File: config.mk
export PLATFORM = sky130hd
export DESIGN_NAME = wallace_mul4
export DESIGN_NICKNAME = d
export VERILOG_FILES = /design/src/rtl/wt_pkg.sv /design/src/rtl/wt_fa.sv /design/src/rtl/wt_ha.sv /design/src/rtl/wt_ppgen.sv /design/src/rtl/wt_stage1.sv /design/src/rtl/wt_stage2.sv /design/src/rtl/wt_rca.sv /design/src/rtl/wallace_mul4.sv
export SDC_FILE = /design/constraint.sdc
export NUM_CORES = 1
export LEC_CHECK = 0
export BUFFER_PORTS_ARGS = -buffer_cell sky130_fd_sc_hd__buf_2
export CAP_MARGIN = 20
export CORE_MARGIN = 2
export CORE_UTILIZATION = 26
export DETAILED_ROUTE_END_ITERATION = 7
export GPL_TIMING_DRIVEN = 0
export PLACE_DENSITY = 0.48
export SYNTH_ARGS = -nofsm -noshare
export SYNTH_HDL_FRONTEND = slang
export SYNTH_SLANG_ARGS = --single-unit
File: constraint.sdc
create_clock -name vclk -period 4.13
set_clock_uncertainty 0.2 [all_clocks]
set_input_delay 0.2065 -clock vclk [all_inputs]
set_output_delay 0.2065 -clock vclk [all_outputs]
set_load 0.05 [all_outputs]
File: src/rtl/wt_pkg.sv
package wt_pkg;
  localparam int OP_W   = 4;
  localparam int PROD_W = 2 * OP_W;
  localparam int SUM_W  = PROD_W + 2;

  typedef logic [OP_W-1:0][OP_W-1:0] pp_mat_t;
  typedef logic [PROD_W-1:0]         row_t;
endpackage

File: src/rtl/wt_fa.sv
module wt_fa (
  input  logic a,
  input  logic b,
  input  logic ci,
  output logic s,
  output logic co
);
  always_comb begin
    s  = a ^ b ^ ci;
    co = (a & b) | (ci & (a ^ b));
  end
endmodule

File: src/rtl/wt_ha.sv
module wt_ha (
  input  logic a,
  input  logic b,
  output logic s,
  output logic co
);
  always_comb begin
    s  = a ^ b;
    co = a & b;
  end
endmodule

File: src/rtl/wt_ppgen.sv
module wt_ppgen
  import wt_pkg::*;
(
  input  logic [OP_W-1:0] x,
  input  logic [OP_W-1:0] y,
  output pp_mat_t         pp
);
  for (genvar i = 0; i < OP_W; i++) begin : g_row
    for (genvar j = 0; j < OP_W; j++) begin : g_col
      assign pp[i][j] = x[i] & y[j];
    end
  end
endmodule

File: src/rtl/wt_stage1.sv
module wt_stage1
  import wt_pkg::*;
(
  input  pp_mat_t pp,
  output row_t    r0,
  output row_t    r1,
  output row_t    r2
);
  logic s2, c2, s3, c3, s4, c4;

  wt_fa u_fa_c2 (.a(pp[0][2]), .b(pp[1][1]), .ci(pp[2][0]), .s(s2), .co(c2));
  wt_fa u_fa_c3 (.a(pp[0][3]), .b(pp[1][2]), .ci(pp[2][1]), .s(s3), .co(c3));
  wt_fa u_fa_c4 (.a(pp[1][3]), .b(pp[2][2]), .ci(pp[3][1]), .s(s4), .co(c4));

  always_comb begin
    r0 = '0;
    r1 = '0;
    r2 = '0;
    r0[0] = pp[0][0];
    r0[1] = pp[0][1];
    r1[1] = pp[1][0];
    r0[2] = s2;
    r0[3] = s3;
    r1[3] = pp[3][0];
    r2[3] = c2;
    r0[4] = s4;
    r1[4] = c3;
    r0[5] = pp[2][3];
    r1[5] = pp[3][2];
    r2[5] = c4;
    r0[6] = pp[3][3];
  end

  always_comb begin
    int acc;
    acc = 0;
    for (int i = 0; i < OP_W; i++)
      for (int j = 0; j < OP_W; j++)
        acc += int'(pp[i][j]) << (i + j);
    // the three carry-save rows keep the weighted value of all partial products
    p_stage1_value_r1: assert (int'(r0) + int'(r1) + int'(r2) == acc)
      else $error("stage1 rows lost weight");
  end
endmodule

File: src/rtl/wt_stage2.sv
module wt_stage2
  import wt_pkg::*;
(
  input  row_t r0,
  input  row_t r1,
  input  row_t r2,
  output row_t a,
  output row_t b
);
  logic s3, c3, s4, c4, s5, c5;

  wt_fa u_fa_c3 (.a(r0[3]), .b(r1[3]), .ci(r2[3]), .s(s3), .co(c3));
  wt_ha u_ha_c4 (.a(r0[4]), .b(r1[4]), .s(s4), .co(c4));
  wt_fa u_fa_c5 (.a(r0[5]), .b(r1[5]), .ci(r2[5]), .s(s5), .co(c5));

  always_comb begin
    a = '0;
    b = '0;
    a[0] = r0[0];
    a[1] = r0[1];
    b[1] = r1[1];
    a[2] = r0[2];
    a[3] = s3;
    a[4] = s4;
    b[4] = c3;
    a[5] = s5;
    b[5] = c4;
    a[6] = r0[6];
    b[6] = c5;
  end

  always_comb begin
    // two-row output carries the same value as the three-row input
    p_stage2_value_r1: assert (SUM_W'(a) + SUM_W'(b) ==
                               SUM_W'(r0) + SUM_W'(r1) + SUM_W'(r2))
      else $error("stage2 rows lost weight");
  end
endmodule

File: src/rtl/wt_rca.sv
module wt_rca #(
  parameter int W = 7
) (
  input  logic [W-1:0] a,
  input  logic [W-1:0] b,
  output logic [W-1:0] s,
  output logic         cout
);
  logic [W:0] c;
  assign c[0] = 1'b0;

  for (genvar k = 0; k < W; k++) begin : g_bit
    wt_fa u_fa (.a(a[k]), .b(b[k]), .ci(c[k]), .s(s[k]), .co(c[k+1]));
  end

  assign cout = c[W];
endmodule

File: src/rtl/wallace_mul4.sv
module wallace_mul4
  import wt_pkg::*;
(
  input  logic [OP_W-1:0]   x,
  input  logic [OP_W-1:0]   y,
  output logic [PROD_W-1:0] z
);
  localparam int TAIL_W = PROD_W - 1;

  pp_mat_t           pp;
  row_t              r0, r1, r2;
  row_t              row_a, row_b;
  logic [TAIL_W-1:0] tail;
  logic              final_cout;

  wt_ppgen  u_pp (.x(x), .y(y), .pp(pp));
  wt_stage1 u_s1 (.pp(pp), .r0(r0), .r1(r1), .r2(r2));
  wt_stage2 u_s2 (.r0(r0), .r1(r1), .r2(r2), .a(row_a), .b(row_b));

  wt_rca #(.W(TAIL_W)) u_cpa (
    .a    (row_a[PROD_W-1:1]),
    .b    (row_b[PROD_W-1:1]),
    .s    (tail),
    .cout (final_cout)
  );

  assign z = {tail, row_a[0]};

  always_comb begin
    p_product_r1: assert (SUM_W'(z) == SUM_W'(x) * SUM_W'(y))
      else $error("product mismatch");
    p_rows_value_r1: assert (SUM_W'(row_a) + SUM_W'(row_b) == SUM_W'(x) * SUM_W'(y))
      else $error("final rows mismatch");
    p_lsb_direct_r2: assert (z[0] == (x[0] & y[0]))
      else $error("bit 0 mismatch");
    p_cout_zero_r3: assert (!final_cout)
      else $error("final adder carried out of bit 7");
  end
endmodule

# == After elaboration in Yosys (flattened, before gate mapping) ==
# Cells that the tools add are included.
# totals
register_bits,0
in_bits,8
out_inout_bits,8
elab_cells,64
# classes
bitwise,64
# op_table
op,count
bitwise AND 1 bit,36
bitwise XOR 1 bit,20
bitwise OR 1 bit,8

# == Depth between registers and ports, before layout ==
# Gate-level depths: netlist (run 1).
# logic_depth
depth_word,13
ltp_mapped,9

# == Cells and area by module ==
# Synthesis (run 1) repeated with hierarchy kept, for this count alone.
# unflattened
hier_cells,72
area_unflattened_um2,664.4
# modules_own_cells
mod,n_inst,cells_per_inst,area_each_um2
wt_fa,12,1,20.0
wt_stage1,1,25,183.9
wt_stage2,1,17,123.9
wt_ppgen,1,16,100.1
wt_ha,1,1,12.5
wt_rca,1,1,3.8

# == Worst setup path before layout (run 1) ==
# No wires, ideal clock.
# synth_timing
path_kind,input to output
from,in x[0]
to,out z[6]
arrival_ns,2.945
required_ns,3.724
setup_slack_ns,0.778
path_stages,9
path_cell_list,nand2_1 -> fa_1 -> fa_1 -> inv_1 -> ha_1 -> fa_1 -> fa_1 -> fa_1 -> buf_4
# synth_between
elab_chain_cells,12
elab_cells_between_ends,32
classes_between,32 x bitwise
# synth_lines
item,line,source
from (decl),wallace_mul4.sv:4,"input logic [OP_W-1:0] x,"
bitwise AND 1 bit,wt_ppgen.sv:10,assign pp[i][j] = x[i] & y[j];
bitwise XOR 1 bit,"wt_fa.sv:9, wt_fa.sv:10",
bitwise AND 1 bit / bitwise XOR 1 bit (equally long branches),"wt_fa.sv:10, wt_fa.sv:9",
bitwise OR 1 bit / bitwise XOR 1 bit (equally long branches),"wt_fa.sv:10, wt_fa.sv:9",
bitwise AND 1 bit,wt_fa.sv:10,co = (a & b) | (ci & (a ^ b));
bitwise OR 1 bit,wt_fa.sv:10,
bitwise XOR 1 bit,wt_fa.sv:10,
bitwise AND 1 bit,wt_fa.sv:10,
bitwise OR 1 bit,wt_fa.sv:10,
bitwise AND 1 bit,wt_fa.sv:10,
bitwise OR 1 bit (*),wt_fa.sv:10,
bitwise XOR 1 bit (*),wt_fa.sv:9,s = a ^ b ^ ci;
to (decl),wallace_mul4.sv:6,output logic [PROD_W-1:0] z
# Every way passes the cells marked *; elsewhere a longest branch is shown, timed or not.

# == Final worst setup path (run 1) ==
# layout_timing
from,in y[3]
to,out z[6]
# layout_between
elab_chain_cells,12
elab_cells_between_ends,37
classes_between,37 x bitwise
# layout_lines
item,line,source
from (decl),wallace_mul4.sv:5,"input logic [OP_W-1:0] y,"
bitwise AND 1 bit,wt_ppgen.sv:10,
bitwise XOR 1 bit,"wt_fa.sv:9, wt_fa.sv:10",
bitwise XOR 1 bit,wt_fa.sv:9,
bitwise XOR 1 bit,"wt_fa.sv:9, wt_fa.sv:10",
bitwise AND 1 bit,wt_fa.sv:10,
bitwise OR 1 bit,wt_fa.sv:10,
bitwise XOR 1 bit,wt_fa.sv:10,
bitwise AND 1 bit,wt_fa.sv:10,
bitwise OR 1 bit,wt_fa.sv:10,
bitwise AND 1 bit,wt_fa.sv:10,
bitwise OR 1 bit,wt_fa.sv:10,
bitwise XOR 1 bit (*),wt_fa.sv:9,
# Marked as above.

==> results of run 1 <==
[synth_stat cells, drive strengths merged]
cell / n / area [um2]
nand2: 12 / 45.04
fa: 8 / 160.2
buf: 7 / 52.55
inv: 7 / 26.28
and2: 4 / 25.02
ha: 4 / 50.05
[placed cells by master, fill, tap and decap left out, drive strengths merged]
cell / synthesis / final
and2: 4 / 4
buf: 7 / 23
fa: 8 / 8
ha: 4 / 4
inv: 7 / 7
nand2: 12 / 12
[power by group through the flow]
stage / Sequential, mW / Clock, mW / Combinational [mW]
after floorplan: 0 / 0 / 0.102
after detailed placement: 0 / 0 / 0.125
after global placement: 0 / 0 / 0.124
final: 0 / 0 / 0.123
after CTS: 0 / 0 / 0.125
after global routing: 0 / 0 / 0.136
[worst min-delay path, stage by stage]
cell and delay [ns]:
buf_2 0.12, and2_1 0.13, buf_2 0.20
[cell type report]
| cell class | count | area [um2] |
|---|---|---|
| Tap cell | 15 | 18.77 |
| Multi-Input combinational cell | 28 | 280.3 |
| Timing Repair Buffer | 16 | 80.08 |
| Fill cell | 152 | 843.3 |
| Buffer | 7 | 52.55 |
| Inverter | 7 | 26.28 |
[routing by layer]
metal	part of all wire [%]	track usage, %
met1	49	12.42
met2	43	10.94
met3	7.6	0
met4	0	0
met5	0	0
[worst min-delay path by stage]
stage | startpoint | endpoint | slack (ns)
after CTS | y[0] | z[0] | 0.66
after global routing | y[0] | z[0] | 0.67
after global placement | y[0] | z[0] | 0.66
after floorplan | y[0] | z[0] | 0.50
final | y[0] | z[0] | 0.66
after detailed placement | y[0] | z[0] | 0.66
[per-stage QoR]
step	setup slack, ns	total power [mW]	cells	utilization (%)
floorplan	0.7783	0.1017	42	-
global placement	0.4449	0.1244	73	35.19
detailed placement	0.4378	0.1248	73	35.19
CTS	0.4392	0.1252	73	35.19
global route	0.3508	0.1356	73	35.19
finish	0.4631	0.1229	73	35.19
[kinds of logic (layout without fill, tap and decap cells)]
kind of cell | Yosys count | count (layout) | share of synthesized area [%]
buf+inv | 14 | 30 | 21.95
fa+ha+maj | 12 | 12 | 58.54
simple gates | 16 | 16 | 19.51
==> results.toml, run 1 <==
[global_routing]
grt_use_total_pct = 7.383
grt.overflow.total = 0
grt_max_degree = 5
grt_pass1_vias = 221
grt_antenna_before_repair = 0
grt_pass1_wl_um = 876

[power_and_ir_drop]
p_seq_share_pct = 0
power.leakage_nw = 0.2798
ir_drop_mv = 0.07140
power_density_nw_per_um2 = 268.5
power_switching_mw = 0.08057
p_comb_share_pct = 100.0
switching_share_pct = 65.54
power_frac_clock_pct = 0
internal-power_mw = 0.04236

[cells_and_area]
nClkBuffers = 0
synthToLayoutAreaGrowth_pct = 27.53
layout.area.seq_um2 = 0
drive_above_1_share_pct = 39.66
seq_cell_count = 0
finish.instance_area_um2 = 457.9
diodes = 0
finalNetCount = 80

[drt]
dr.pass1.iters = 4
drc = 0
drtAntennaViolNets = 0
wl_per_cell_um = 7.027
drt_wl_total_um = 513
drt-initial-drc-count = 12
num_vias = 288
viasPerCell = 3.945

[outcome]
outcome = "finished, final reports clean"

[critical_path]
arrival_ns = 3.26
path_delay_family = "adder cells"
path_depth = 11
crit_required_ns = 3.72
path_common_cell = "fa_1"
worst-setup-path-type = "input port to primary output"
endpoint = "z[6]"
cp_slowest_cell = "fa_1"
critPathBufInv = 4
cp-end-kind = "primary output"
crit_path_start_kind = "input port"
slowest_delay_ns = 0.54
crit_fanout = 4
cp_cell_sequence = "buf_2, nand2_1, fa_1, fa_1, inv_1, ha_1, fa_1, fa_1, fa_1, buf_4, buf_2"
cp-startpoint = "y[3]"

[worst_hold_path]
hold_depth = 3
min-delay-path-class = "input port to primary output"

[sta]
rsz0062_at_grt = "false"
fin_setup_tns_ns = 0
period_needed_ns = 3.667
final-setup-viol-count = 0
max_clock_freq_mhz = 272.7
finalMaxSlewViolations = 0
hold_viol = 0
finalCritPeriodShare_pct = 88.79
tightest_slew_ns = 0.2497
relSlewSlack_pct = 83.47
holdWs_ns = 0.6567

[logic_synthesis]
synthDistinctLibCells = 6
synth_seq_area_share_pct = 0
synth_fp_nets = 62
synthCells = 42
synth.avg_cell_area_um2 = 8.550
netlist_area_um2 = 359.1
ys_warn_count = 0

[placement]
place.gp.congestion = 0.6714
dp_hpwl_um = 524.1
placed_cell_area_um2 = 457.9
portBuffers = 16

[floorplan]
core_area_um2 = 1301
rows = 13
die_y_um = 41.17
die_w_um = 41.17
fp.dieArea_um2 = 1695
io_pins = 16
initial_core_util_pct = 27.60

[clock_network]
cts_resized = 0
post-cts-setup-buffers = 0
hold_buffers = 0

[flow_run]
maxCapViolCount = 0
Power figures use the tool's default switching activity.
==> inputs of run 2 (changes only) <==
--- a/config.mk
+++ b/config.mk
@@ -7,11 +7,13 @@
 export LEC_CHECK = 0
 export BUFFER_PORTS_ARGS = -buffer_cell sky130_fd_sc_hd__buf_2
 export CAP_MARGIN = 20
+export CELL_PAD_IN_SITES_DETAIL_PLACEMENT = 1
+export CELL_PAD_IN_SITES_GLOBAL_PLACEMENT = 2
 export CORE_MARGIN = 2
 export CORE_UTILIZATION = 26
 export DETAILED_ROUTE_END_ITERATION = 7
 export GPL_TIMING_DRIVEN = 0
-export PLACE_DENSITY = 0.48
+export PLACE_DENSITY = 0.79
 export SYNTH_ARGS = -nofsm -noshare
 export SYNTH_HDL_FRONTEND = slang
 export SYNTH_SLANG_ARGS = --single-unit
==> run 2 against run 1 <==
  * Clock-buffer cell count unchanged
  * Worst setup slack lost 0.023 ns
  * Global-route usage increased by 2.4 points
  * First-iteration DRC count down 58%
==> results.toml, run 2 (synthesis gave the netlist of run 1 again) <==
[outcome]
outcome = "finished, final reports clean"

[placement]
dp_hpwl_um = 650.4
portBuffers = 16
place.gp.congestion = 0.6525

[floorplan]
core_area_um2 = 1301
io_pins = 16
rows = 13
fp.dieArea_um2 = 1695
die_w_um = 41.17
die_y_um = 41.17
initial_core_util_pct = 27.60

[critical_path]
crit_required_ns = 3.72
crit_path_start_kind = "input port"
path_common_cell = "fa_1"
cp_slowest_cell = "fa_1"
cp-startpoint = "x[0]"
crit_fanout = 4
cp-end-kind = "primary output"
slowest_delay_ns = 0.54
worst-setup-path-type = "input port to primary output"
arrival_ns = 3.28
cp_cell_sequence = "buf_2, nand2_1, fa_1, fa_1, inv_1, ha_1, fa_1, fa_1, fa_1, buf_4, buf_2"

[cells_and_area]
layout.area.seq_um2 = 0
diodes = 0
synthToLayoutAreaGrowth_pct = 27.53
finalNetCount = 80
final_common_cell = "buf_2"
seq_cell_count = 0
drive_above_1_share_pct = 39.66
nFillCells = 176
layout_common_cells = "16 x buf_2, 12 x nand2_1, 8 x fa_1, 7 x inv_1, 7 x buf_4"
nClkBuffers = 0

[global_routing]
grt_use_met3_pct = 0
grt_pass1_wl_um = 1117
grt.overflow.total = 0
grt.busiest_layer = "met2"
grt_use_met1_pct = 12.50
grt_antenna_before_repair = 0
grt_use_total_pct = 9.753
grt_max_degree = 5
grt_pass1_vias = 275
grtUsageMet2_pct = 19.14

[sta]
max_clock_freq_mhz = 271.0
period_needed_ns = 3.690
finalMaxSlewViolations = 0
relSlewSlack_pct = 83.65
tightest_slew_ns = 0.2469
final-setup-viol-count = 0
finalCritPeriodShare_pct = 89.35
hold_viol = 0
fin_setup_tns_ns = 0
holdWs_ns = 0.6593
rsz0062_at_grt = "false"

[drt]
drt_wl_total_um = 663
viasPerCell = 4.151
wl_per_cell_um = 9.082
drc = 0
drt-initial-drc-count = 5
dr.pass1.iters = 2
num_vias = 303
drtAntennaViolNets = 0

[worst_hold_path]
min_to = "z[0]"
min-delay-path-class = "input port to primary output"
min_from = "y[0]"
hold_depth = 3

[power_and_ir_drop]
power_density_nw_per_um2 = 272.6
ir_drop_mv = 0.07329
power.leakage_nw = 0.2798

[clock_network]
post-cts-setup-buffers = 0
hold_buffers = 0
cts_resized = 0

[flow_run]
maxCapViolCount = 0
-- run 2: cell counts in the layout (fill, tap and decap cells not counted) --
No cell type changed its count.
-- run 2: per-stage QoR --
| step | util [%] | power, mW | instance area, um2 | cells | setup WS, ns |
|---|---|---|---|---|---|
| after detailed placement | 35.19 | 0.1275 | 457.9 | 73 | 0.4030 |
| after global routing | 35.19 | 0.1380 | 457.9 | 73 | 0.3058 |
| final | 35.19 | 0.1248 | 457.9 | 73 | 0.4399 |
| after global placement | 35.19 | 0.1248 | 457.9 | 73 | 0.4379 |
| after CTS | 35.19 | 0.1276 | 457.9 | 73 | 0.3971 |
| after floorplan | - | 0.1017 | 359.1 | 42 | 0.7783 |
-- run 2: layout make-up --
class                      count  area (um2)  share of cell area, %
buffer                         7       52.55                  11.48
inverter                       7       26.28                  5.738
multi-input combinational     28       280.3                  61.20
tap                           15       18.77                  4.098
timing repair buffer          16       80.08                  17.49
-- run 2: routing by layer --
layer	share of wire [%]	wire (um)
met2	52	346
met3	5.0	33
met5	0	0
met1	43	283
met4	0	0
-- run 2: report_power, final --
part / total [mW] / internal, mW / switching (mW)
sequential: 0 / 0 / 0
combinational: 0.125 / 0.0429 / 0.0819
clock: 0 / 0 / 0
total: 0.125 / 0.0429 / 0.0819
-- run 2: worst max path at each step --
stage	cells after the start	slack, ns	endpoint
2_1_floorplan	9	0.78	z[6]
3_3_place_gp	11	0.44	z[6]
3_5_place_dp	11	0.40	z[6]
4_1_cts	11	0.40	z[6]
5_1_grt	11	0.31	z[6]
6_report	11	0.44	z[6]
-- run 2: worst max-delay path: cells and delay by family --
family | cells | cell delay, ns
simple gates | 1 | 0.08
fa+ha+maj | 6 | 2.51
buf+inv | 4 | 0.48
